`src/rtl/pllDivPkg.sv`:
```
`timescale 1ns/1ps
package pllDivPkg;

  // Strobes from the control section to the divider datapath.
  typedef struct packed {
    logic holdDiv;   // force both counters to their start value
    logic clearPfd;  // wipe detector and lock state (power-down)
  } ctrlStrobeT;

endpackage

```
`src/rtl/pllCountDiv.sv`:
```
`timescale 1ns/1ps
module pllCountDiv #(
  parameter int W = 14
) (
  input  logic         clk,
  input  logic         rstN,
  input  logic         hold,
  input  logic         inEdge,
  input  logic [W-1:0] divisor,
  output logic         pulseOut
);

  logic [W-1:0] cnt;
  logic [W-1:0] lastIdx;

  // A zero divisor behaves as divide-by-one.
  always_comb lastIdx = (divisor == '0) ? '0 : divisor - W'(1);

  always_ff @(posedge clk or negedge rstN) begin
    if (!rstN) begin
      cnt      <= '0;
      pulseOut <= 1'b0;
    end else if (hold) begin
      cnt      <= '0;
      pulseOut <= 1'b0;
    end else if (inEdge) begin
      if (cnt >= lastIdx) begin
        cnt      <= '0;
        pulseOut <= 1'b1;
      end else begin
        cnt      <= cnt + W'(1);
        pulseOut <= 1'b0;
      end
    end else begin
      pulseOut <= 1'b0;
    end
  end

  // input edges are at least two cycles apart, so a pulse never repeats.
  assert_single_pulse_R3: assert property (@(posedge clk) disable iff (!rstN)
    pulseOut |=> !pulseOut);

  // a held counter produces nothing.
  assert_hold_quiet_R4: assert property (@(posedge clk) disable iff (!rstN)
    hold |=> !pulseOut);

endmodule

```
`src/rtl/pllDivPath.sv`:
```
`timescale 1ns/1ps
module pllDivPath
  import pllDivPkg::*;
#(
  parameter int REF_W = 14,
  parameter int FB_W  = 13
) (
  input  logic             clk,
  input  logic             rstN,
  input  ctrlStrobeT       strobes,
  input  logic             refIn,
  input  logic             fbIn,
  input  logic [REF_W-1:0] refCount,
  input  logic [FB_W-1:0]  fbCount,
  output logic             refPulse,
  output logic             fbPulse
);

  logic refLast, fbLast;
  logic refEdge, fbEdge;

  always_ff @(posedge clk or negedge rstN) begin
    if (!rstN) begin
      refLast <= 1'b0;
      fbLast  <= 1'b0;
    end else begin
      refLast <= refIn;
      fbLast  <= fbIn;
    end
  end

  always_comb begin
    refEdge = refIn & ~refLast;
    fbEdge  = fbIn & ~fbLast;
  end

  pllCountDiv #(.W(REF_W)) refDiv (
    .clk      (clk),
    .rstN     (rstN),
    .hold     (strobes.holdDiv),
    .inEdge   (refEdge),
    .divisor  (refCount),
    .pulseOut (refPulse)
  );

  pllCountDiv #(.W(FB_W)) fbDiv (
    .clk      (clk),
    .rstN     (rstN),
    .hold     (strobes.holdDiv),
    .inEdge   (fbEdge),
    .divisor  (fbCount),
    .pulseOut (fbPulse)
  );

endmodule

```
`src/rtl/pllPfdCtrl.sv`:
```
`timescale 1ns/1ps
module pllPfdCtrl
  import pllDivPkg::*;
#(
  parameter int RST_DLY    = 2,
  parameter int LOCK_WIDTH = 4,
  parameter int LOCK_COUNT = 3
) (
  input  logic       clk,
  input  logic       rstN,
  input  logic       counterHold,
  input  logic       powerDown,
  input  logic       pumpTriState,
  input  logic       polarityPos,
  input  logic       refPulse,
  input  logic       fbPulse,
  output ctrlStrobeT strobes,
  output logic       pumpUp,
  output logic       pumpDown,
  output logic       pumpOe,
  output logic       lockDet
);

  localparam int DLY_W  = $clog2(RST_DLY + 1);
  localparam int WID_W  = $clog2(LOCK_WIDTH + 2);
  localparam int GOOD_W = $clog2(LOCK_COUNT + 1);
  localparam int BR_W   = DLY_W + 1;
  localparam logic [DLY_W-1:0]  DLY_LAST  = DLY_W'(RST_DLY - 1);
  localparam logic [WID_W-1:0]  WID_LIM   = WID_W'(LOCK_WIDTH);
  localparam logic [WID_W-1:0]  WID_SAT   = WID_W'(LOCK_WIDTH + 1);
  localparam logic [GOOD_W-1:0] GOOD_MAX  = GOOD_W'(LOCK_COUNT);
  localparam logic [GOOD_W-1:0] GOOD_LAST = GOOD_W'(LOCK_COUNT - 1);

  logic             upQ, dnQ;
  logic [DLY_W-1:0] dlyCnt;
  logic [WID_W-1:0] widthCnt;
  logic [GOOD_W-1:0] goodCnt;
  logic             lockQ;
  logic             active, overRun, pulseEnd;

  always_comb begin
    strobes.holdDiv  = counterHold | powerDown;
    strobes.clearPfd = powerDown;
  end

  // Detector flags: set by divided edges, cleared together after the overlap delay.
  always_ff @(posedge clk or negedge rstN) begin
    if (!rstN) begin
      upQ    <= 1'b0;
      dnQ    <= 1'b0;
      dlyCnt <= '0;
    end else if (strobes.clearPfd) begin
      upQ    <= 1'b0;
      dnQ    <= 1'b0;
      dlyCnt <= '0;
    end else if (upQ && dnQ) begin
      if (dlyCnt == DLY_LAST) begin
        upQ    <= 1'b0;
        dnQ    <= 1'b0;
        dlyCnt <= '0;
      end else begin
        dlyCnt <= dlyCnt + DLY_W'(1);
      end
    end else begin
      if (refPulse) upQ <= 1'b1;
      if (fbPulse)  dnQ <= 1'b1;
      dlyCnt <= '0;
    end
  end

  // Lock detection by pulse width.
  always_comb begin
    active   = upQ | dnQ;
    overRun  = active && (widthCnt >= WID_LIM);
    pulseEnd = !active && (widthCnt != '0) && (widthCnt <= WID_LIM);
  end

  always_ff @(posedge clk or negedge rstN) begin
    if (!rstN) begin
      widthCnt <= '0;
      goodCnt  <= '0;
      lockQ    <= 1'b0;
    end else if (strobes.clearPfd) begin
      widthCnt <= '0;
      goodCnt  <= '0;
      lockQ    <= 1'b0;
    end else begin
      if (active) begin
        if (widthCnt != WID_SAT) widthCnt <= widthCnt + WID_W'(1);
      end else begin
        widthCnt <= '0;
      end
      if (overRun) begin
        goodCnt <= '0;
        lockQ   <= 1'b0;
      end else if (pulseEnd) begin
        if (goodCnt != GOOD_MAX) goodCnt <= goodCnt + GOOD_W'(1);
        if (goodCnt >= GOOD_LAST) lockQ <= 1'b1;
      end
    end
  end

  always_comb begin
    pumpUp   = !powerDown && (polarityPos ? upQ : dnQ);
    pumpDown = !powerDown && (polarityPos ? dnQ : upQ);
    pumpOe   = !pumpTriState && !powerDown;
    lockDet  = lockQ;
  end

  // Checker state: length of the current overlap of both flags.
  logic [BR_W-1:0] bothRun;
  always_ff @(posedge clk or negedge rstN) begin
    if (!rstN) bothRun <= '0;
    else if (upQ && dnQ) begin
      if (bothRun != '1) bothRun <= bothRun + BR_W'(1);
    end else bothRun <= '0;
  end

  // the overlap never outlasts the reset delay.
  assert_overlap_bound_R7: assert property (@(posedge clk) disable iff (!rstN)
    bothRun <= BR_W'(RST_DLY));

  // power-down silences the pump requests on the following cycle.
  assert_powerdown_quiet_R9: assert property (@(posedge clk) disable iff (!rstN)
    strobes.clearPfd |=> (!pumpUp && !pumpDown && !lockDet));

  // an over-long pulse drops the lock indicator.
  assert_lock_drop_R11: assert property (@(posedge clk) disable iff (!rstN)
    (active && widthCnt >= WID_LIM) |=> !lockDet);

endmodule

```
`src/rtl/pllDivPfd.sv`:
```
`timescale 1ns/1ps
module pllDivPfd
  import pllDivPkg::*;
#(
  parameter int REF_W      = 14,
  parameter int FB_W       = 13,
  parameter int RST_DLY    = 2,
  parameter int LOCK_WIDTH = 4,
  parameter int LOCK_COUNT = 3
) (
  input  logic             clk,
  input  logic             rstN,
  input  logic             refIn,
  input  logic             fbIn,
  input  logic [REF_W-1:0] refCount,
  input  logic [FB_W-1:0]  fbCount,
  input  logic             polarityPos,
  input  logic             counterHold,
  input  logic             pumpTriState,
  input  logic             chipEn,
  input  logic             softPowerDown,
  output logic             refDivOut,
  output logic             fbDivOut,
  output logic             pumpUp,
  output logic             pumpDown,
  output logic             pumpOe,
  output logic             lockDet
);

  ctrlStrobeT strobes;
  logic       powerDown;
  logic       refPulse, fbPulse;

  always_comb powerDown = !chipEn || softPowerDown;

  pllDivPath #(.REF_W(REF_W), .FB_W(FB_W)) dataPath (
    .clk      (clk),
    .rstN     (rstN),
    .strobes  (strobes),
    .refIn    (refIn),
    .fbIn     (fbIn),
    .refCount (refCount),
    .fbCount  (fbCount),
    .refPulse (refPulse),
    .fbPulse  (fbPulse)
  );

  pllPfdCtrl #(.RST_DLY(RST_DLY), .LOCK_WIDTH(LOCK_WIDTH), .LOCK_COUNT(LOCK_COUNT)) ctrl (
    .clk          (clk),
    .rstN         (rstN),
    .counterHold  (counterHold),
    .powerDown    (powerDown),
    .pumpTriState (pumpTriState),
    .polarityPos  (polarityPos),
    .refPulse     (refPulse),
    .fbPulse      (fbPulse),
    .strobes      (strobes),
    .pumpUp       (pumpUp),
    .pumpDown     (pumpDown),
    .pumpOe       (pumpOe),
    .lockDet      (lockDet)
  );

  always_comb begin
    refDivOut = refPulse;
    fbDivOut  = fbPulse;
  end

endmodule

```
`config.mk`:
```
export PLATFORM = sky130hd
export DESIGN_NAME = pllDivPfd
export DESIGN_NICKNAME = d
export VERILOG_FILES = /design/src/rtl/pllDivPkg.sv /design/src/rtl/pllCountDiv.sv /design/src/rtl/pllDivPath.sv /design/src/rtl/pllPfdCtrl.sv /design/src/rtl/pllDivPfd.sv
export SDC_FILE = /design/constraint.sdc
export NUM_CORES = 1
export LEC_CHECK = 0
export ABC_AREA = 1
export CAP_MARGIN = 10
export CORE_MARGIN = 10
export CORE_UTILIZATION = 50
export CTS_CLUSTER_DIAMETER = 30
export CTS_CLUSTER_SIZE = 30
export DETAILED_ROUTE_END_ITERATION = 6
export GPL_TIMING_DRIVEN = 1
export PLACE_DENSITY_LB_ADDON = 0.3
export RECOVER_POWER = 50
export SETUP_SLACK_MARGIN = 0.05
export SLEW_MARGIN = 20
export SYNTH_ARGS = -nofsm -noshare
export SYNTH_HDL_FRONTEND = slang
export SYNTH_HIERARCHICAL = 1
export SYNTH_SLANG_ARGS = --single-unit
```
`constraint.sdc`:
```
create_clock -name clk -period 2 [get_ports clk]
set_input_delay 0.4 -clock clk [delete_from_list [all_inputs] [get_ports clk]]
set_output_delay 0.4 -clock clk [all_outputs]
set_load 0.03 [all_outputs]
```
; ---- Yosys cells after proc, flatten, opt, wreduce, memory -nomap -nowiden
; Index checks and enable logic that the tools add are counted.
[word_totals]
output_inout_bits = 6
mem_count = 0
reg_bits = 41
word_cells = 98
input_bits = 36
ram_bits = 0
latchBits = 0
mem_bits_ro = 0
[classes]
n_eq_ne = 5
bitwise_logic = 6
add_sub_neg = 7
shift = 0
reduce_logical = 26
n_div = 0
magnitude_cmp = 5
multipliers = 0
muxes = 37
[op_table]
columns = op, count
row1 = two-way mux 14 bit, 4
row2 = two-way mux 13 bit, 4
row3 = two-way mux 1 bit, 19
row4 = nonzero test 3 bit, 6
row5 = "adder 14 x 1 -> 14 bit, second input constant", 1
row6 = >= comparator 14 bit, 1
row7 = zero test 14 bit, 1
row8 = two-way mux 2 bit, 7
row9 = "subtractor 14 x 1 -> 14 bit, second input constant", 1
row10 = "adder 13 x 1 -> 13 bit, second input constant", 1
row11 = >= comparator 13 bit, 1
row12 = zero test 13 bit, 1
row13 = "subtractor 13 x 1 -> 13 bit, second input constant", 1
row14 = two-way mux 3 bit, 3
row15 = AND reduction 2 bit, 4
row16 = logical AND 1 bit, 7
row17 = "inequality test 3 x 2 -> 1 bit, second input constant", 2
row18 = "adder 2 x 1 -> 2 bit, second input constant", 2
row19 = zero test 1 bit, 4
row20 = nonzero test 2 bit, 2
row21 = "adder 3 x 1 -> 3 bit, second input constant", 1
row22 = ">= comparator 3 bit, second input constant", 1
row23 = "less-or-equal comparator 3 bit, second input constant", 1
row24 = "inequality test 3 bit, second input constant", 1
row25 = 7 further kinds, 10

; ---- Longest topological paths before layout
[depth]
depth_word = 7
ltp_mapped = 20
ltp_nobuf = 19

; ---- By module
; Netlist, hierarchy kept.
[modules_own_cells]
columns = mod, area_each_um2, cells_per_inst, seq_area_each_um2, instances
row1 = pllCountDiv (dataPath.refDiv), 1682.9, 249, 375.4, 1
row2 = pllCountDiv (dataPath.fbDiv), 1569.0, 229, 350.3, 1
row3 = pllPfdCtrl, 616.8, 75, 250.2, 1
row4 = pllDivPath, 70.1, 6, 50.0, 1
row5 = pllDivPfd, 7.5, 2, 0.0, 1

; ---- Worst setup path after synthesis
; No wires, ideal clock.
[synth_path]
path_type = in2reg
startpoint = input port refCount[0]
endpoint = register dataPath.refDiv.cnt[4]
n_path_buf = 1
t_arrival_ps = 2357
setup_ps = 66
setup_slack_ps = -422
required_ps = 1934
stages = 19
cell_sequence = inv_1 ha_1 nand4_4 nor2_4 nand2_1 inv_2 nand3_1 nand3_1 ha_1 nand2_2 nor2_2 nand2_1 nand2_1 nor2_2 nand2_2 nor2_4 buf_8 nand3_2 nand2_1
[synth_via]
elab_chain_cells = 6
[synth_lines]
columns = element, line_no
row1 = start: declaration, pllDivPfd.sv:15  ; input logic [REF_W-1:0] refCount,
row2 = subtractor 14 x 1 -> 14 bit or zero test 14 bit (tied branches), pllCountDiv.sv:17  ; always_comb lastIdx = (divisor == '0) ? '0 : divisor - W'(1);
row3 = two-way mux 14 bit *, pllCountDiv.sv:17
row4 = >= comparator 14 bit *, pllCountDiv.sv:27  ; if (cnt >= lastIdx) begin
row5 = two-way mux 14 bit *, pllCountDiv.sv:27
row6 = two-way mux 14 bit *, pllCountDiv.sv:26  ; end else if (inEdge) begin
row7 = two-way mux 14 bit *, pllCountDiv.sv:23  ; end else if (hold) begin
row8 = end signal: assignment, pllCountDiv.sv:31  ; cnt <= cnt + W'(1);
row9 = end: declaration, pllCountDiv.sv:13  ; logic [W-1:0] cnt;
; Mark *: on every way between the ends. The rest lies on a longest branch, timed or not. The select of a mux whose other input is x is not followed.
; A chain may end at the register's enable or synchronous reset.

; ---- Worst setup path after layout
[layout_path]
startpoint = input port fbCount[1]
endpoint = register dataPath.fbDiv.cnt[12]
[layout_via]
elab_chain_cells = 6
[layout_lines]
columns = element, line_no
row1 = start: declaration, pllDivPfd.sv:16  ; input logic [FB_W-1:0] fbCount,
row2 = subtractor 13 x 1 -> 13 bit or zero test 13 bit (tied branches), pllCountDiv.sv:17
row3 = two-way mux 13 bit *, pllCountDiv.sv:17
row4 = >= comparator 13 bit *, pllCountDiv.sv:27
row5 = two-way mux 13 bit *, pllCountDiv.sv:27
row6 = two-way mux 13 bit *, pllCountDiv.sv:26
row7 = two-way mux 13 bit *, pllCountDiv.sv:23
row8 = end signal: assignment, pllCountDiv.sv:31
row9 = end: declaration, pllCountDiv.sv:13
; Marks and branches as above.

==> impl_metrics.ini <==
[drt]
ant_nets = 0
first_pass_iters = 4
wire_per_inst_um = 13.9
viasPerCell = 5.19
num_vias = 4043
detail_route.drc_violations = 0
wl_mm = 10.8
detail_route.iter0.violations = 237

[setup_path]
r2r-start = dataPath/fbDiv/cnt[8]$_DFFE_PN0P_
path_cells = buf_12, inv_12, ha_4, nand2_4, nor2_4, inv_2, nor3_4, nand3_2, nand2_2, ha_4, a21o_1, nor2_2, nand3_2, nor2_4, clkbuf_16, nand3_4, nand2_2
crit_arrival_ps = 2580
critPathCaptureType = flop
crit_family = simple AND/OR/NAND/NOR gates
r2r_end = dataPath/fbDiv/cnt[12]$_DFFE_PN0P_
worst-r2r-cell-count = 11
slowest_stage = nor3_4
path_max_fanout = 7
critPathMaxStageDelay_ps = 280
cp.required_ps = 2240
path_depth = 17
regToRegSetupSlack_ps = 170
crit_buf_inv = 4
crit_type = primary input to flop
worstSetupStartpointType = primary input

[flow_run]
max_cap_viol_count = 0

[place]
place_area_mm2 = 0.00496
placed_cells = 750
hpwl_mm = 7.32
place_ws_ps = -1070
gp_congestion = 0.832
numPortBuffers = 41

[power_and_ir_drop]
powerDensity_mw_per_mm2 = 326
total_power_mw = 1.83
p_leak_nw = 2.86
vdd_drop_max_v = 0.000264

[synth]
synth_area_mm2 = 0.00394
synth_nets = 632
syn_area_per_cell_um2 = 7.03
yosys_warnings = 6
netlist_instances = 560

[timing]
fin_skew_ps = 7.68
fin_tns_setup_ps = -7960
slew_headroom_pct = 33.2
period_share_pct = 117
period_needed_ps = 2340
fmax_mhz = 428
rsz0062_at_grt = true
hold_viol = 0
final_max_slew_viol_count = 0
worst_pin_slew_ps = 1000
timing.final.ws_setup_ps = -338
holdWs_ps = 340
setup_violations = 29

[hold_path]
hp-class = primary input to asynchronous set/reset pin

[clock_tree]
clock_sinks = 41
path_clk_slew_ps = 80
cts_inserted_buffers = 5
clockBufferDepth = 2
hold_buffers = 0
cts_tree = yes
cts-root-buf = clkbuf_8
ctsHtreeMaxLevel = 2
clock_latency_ps = 300

[floorplan]
die_w_um = 109
core_area_mm2 = 0.00769
rows = 32
start_util_pct = 51.2
die-height_um = 109
die_area_mm2 = 0.0118
num_io_pins = 42

[global_routing]
first_global_vias = 4113
grt_pass1_wl_mm = 17.9
grt-ovfl-total = 0
grt_max_degree = 42
grt_util_all_layers_pct = 18.3
antenna_found_initial = 0

[final_layout]
nNetsFinal = 749
area_delta_synth_final_pct = 42.7
stdcell_area_mm2 = 0.00562
finalNonFillerCells = 779
final_cell_mix = nand2_1, buf_4, inv_1, dfrtp_1, nand3_2
mostFrequentLayoutCell = nand2_1
antenna_cells = 0
postLayoutCoreUtil_pct = 73.1
drive_gt1_share_pct = 39.3

[outcome]
status = finished, violations left
violations = setup timing
==> how the worst max path moves through the flow <==
stage	slack, ps	from	end
finish	-340	fbCount[1]	dataPath/fbDiv/cnt[12]$_DFFE_PN0P_
global route	-450	refCount[1]	dataPath/refDiv/cnt[13]$_DFFE_PN0P_
CTS	-280	refCount[0]	dataPath/refDiv/cnt[4]$_DFFE_PN0P_
detailed placement	-1070	fbCount[1]	dataPath/fbDiv/cnt[11]$_DFFE_PN0P_
global placement	-950	refCount[1]	dataPath/refDiv/cnt[10]$_DFFE_PN0P_
floorplan	-210	refCount[0]	dataPath/refDiv/cnt[3]$_DFFE_PN0P_
==> layer usage <==
layer  wire [um]  track usage (%)  up-vias
li1            -                -     2004
met3         529             3.13       39
met4         434             9.60        0
met1        4170             19.5     1888
met5           0                0        -
met2        5700             33.8      112
==> flip-flops by register name, indices dropped and copies added (netlist names) <==
register and cells:
dataPath/fbDiv/pulseOut 1, dataPath/refDiv/cnt 14, ctrl/lockDet 1, dataPath/refLast 1, ctrl/dnQ 1, ctrl/goodCnt 2
ctrl/upQ 1, dataPath/refDiv/pulseOut 1, ctrl/widthCnt 3, dataPath/fbDiv/cnt 13, ctrl/dlyCnt 2, dataPath/fbLast 1
==> report_power, final <==
part / switching [mW] / total (mW) / internal, mW
registers: 0.00341 / 0.835 / 0.832
logic: 0.229 / 0.441 / 0.212
clock network: 0.284 / 0.556 / 0.273
==> worst reg2reg max path: cells and delay by family, from the launching register on <==
family                     cells  cell delay [ps]
and+or+nand+nor                8              680
DFF                            1              470
adders and majority gates      1              410
buffers and inverters          2              220
==> cell type report <==
type / count / area [um^2]
clock inverter: 1 / 7.51
fill: 561 / 2070
inverter: 87 / 378
sequential: 41 / 1030
clock buffer: 6 / 82.6
multi-input combinational: 426 / 2960
timing repair buffer: 116 / 1040
tap: 102 / 128
==> timing repair <==
| action | 4_1_cts | 5_1_grt |
|---|---|---|
| buffers inserted | 16 | 6 |
| setup endpoints to repair | 29 | 31 |
| pin swaps | 77 | 44 |
| resized for setup | 165 | 32 |
| cloned | 2 | 0 |
Note: power is estimated with default switching activity, not from simulation.
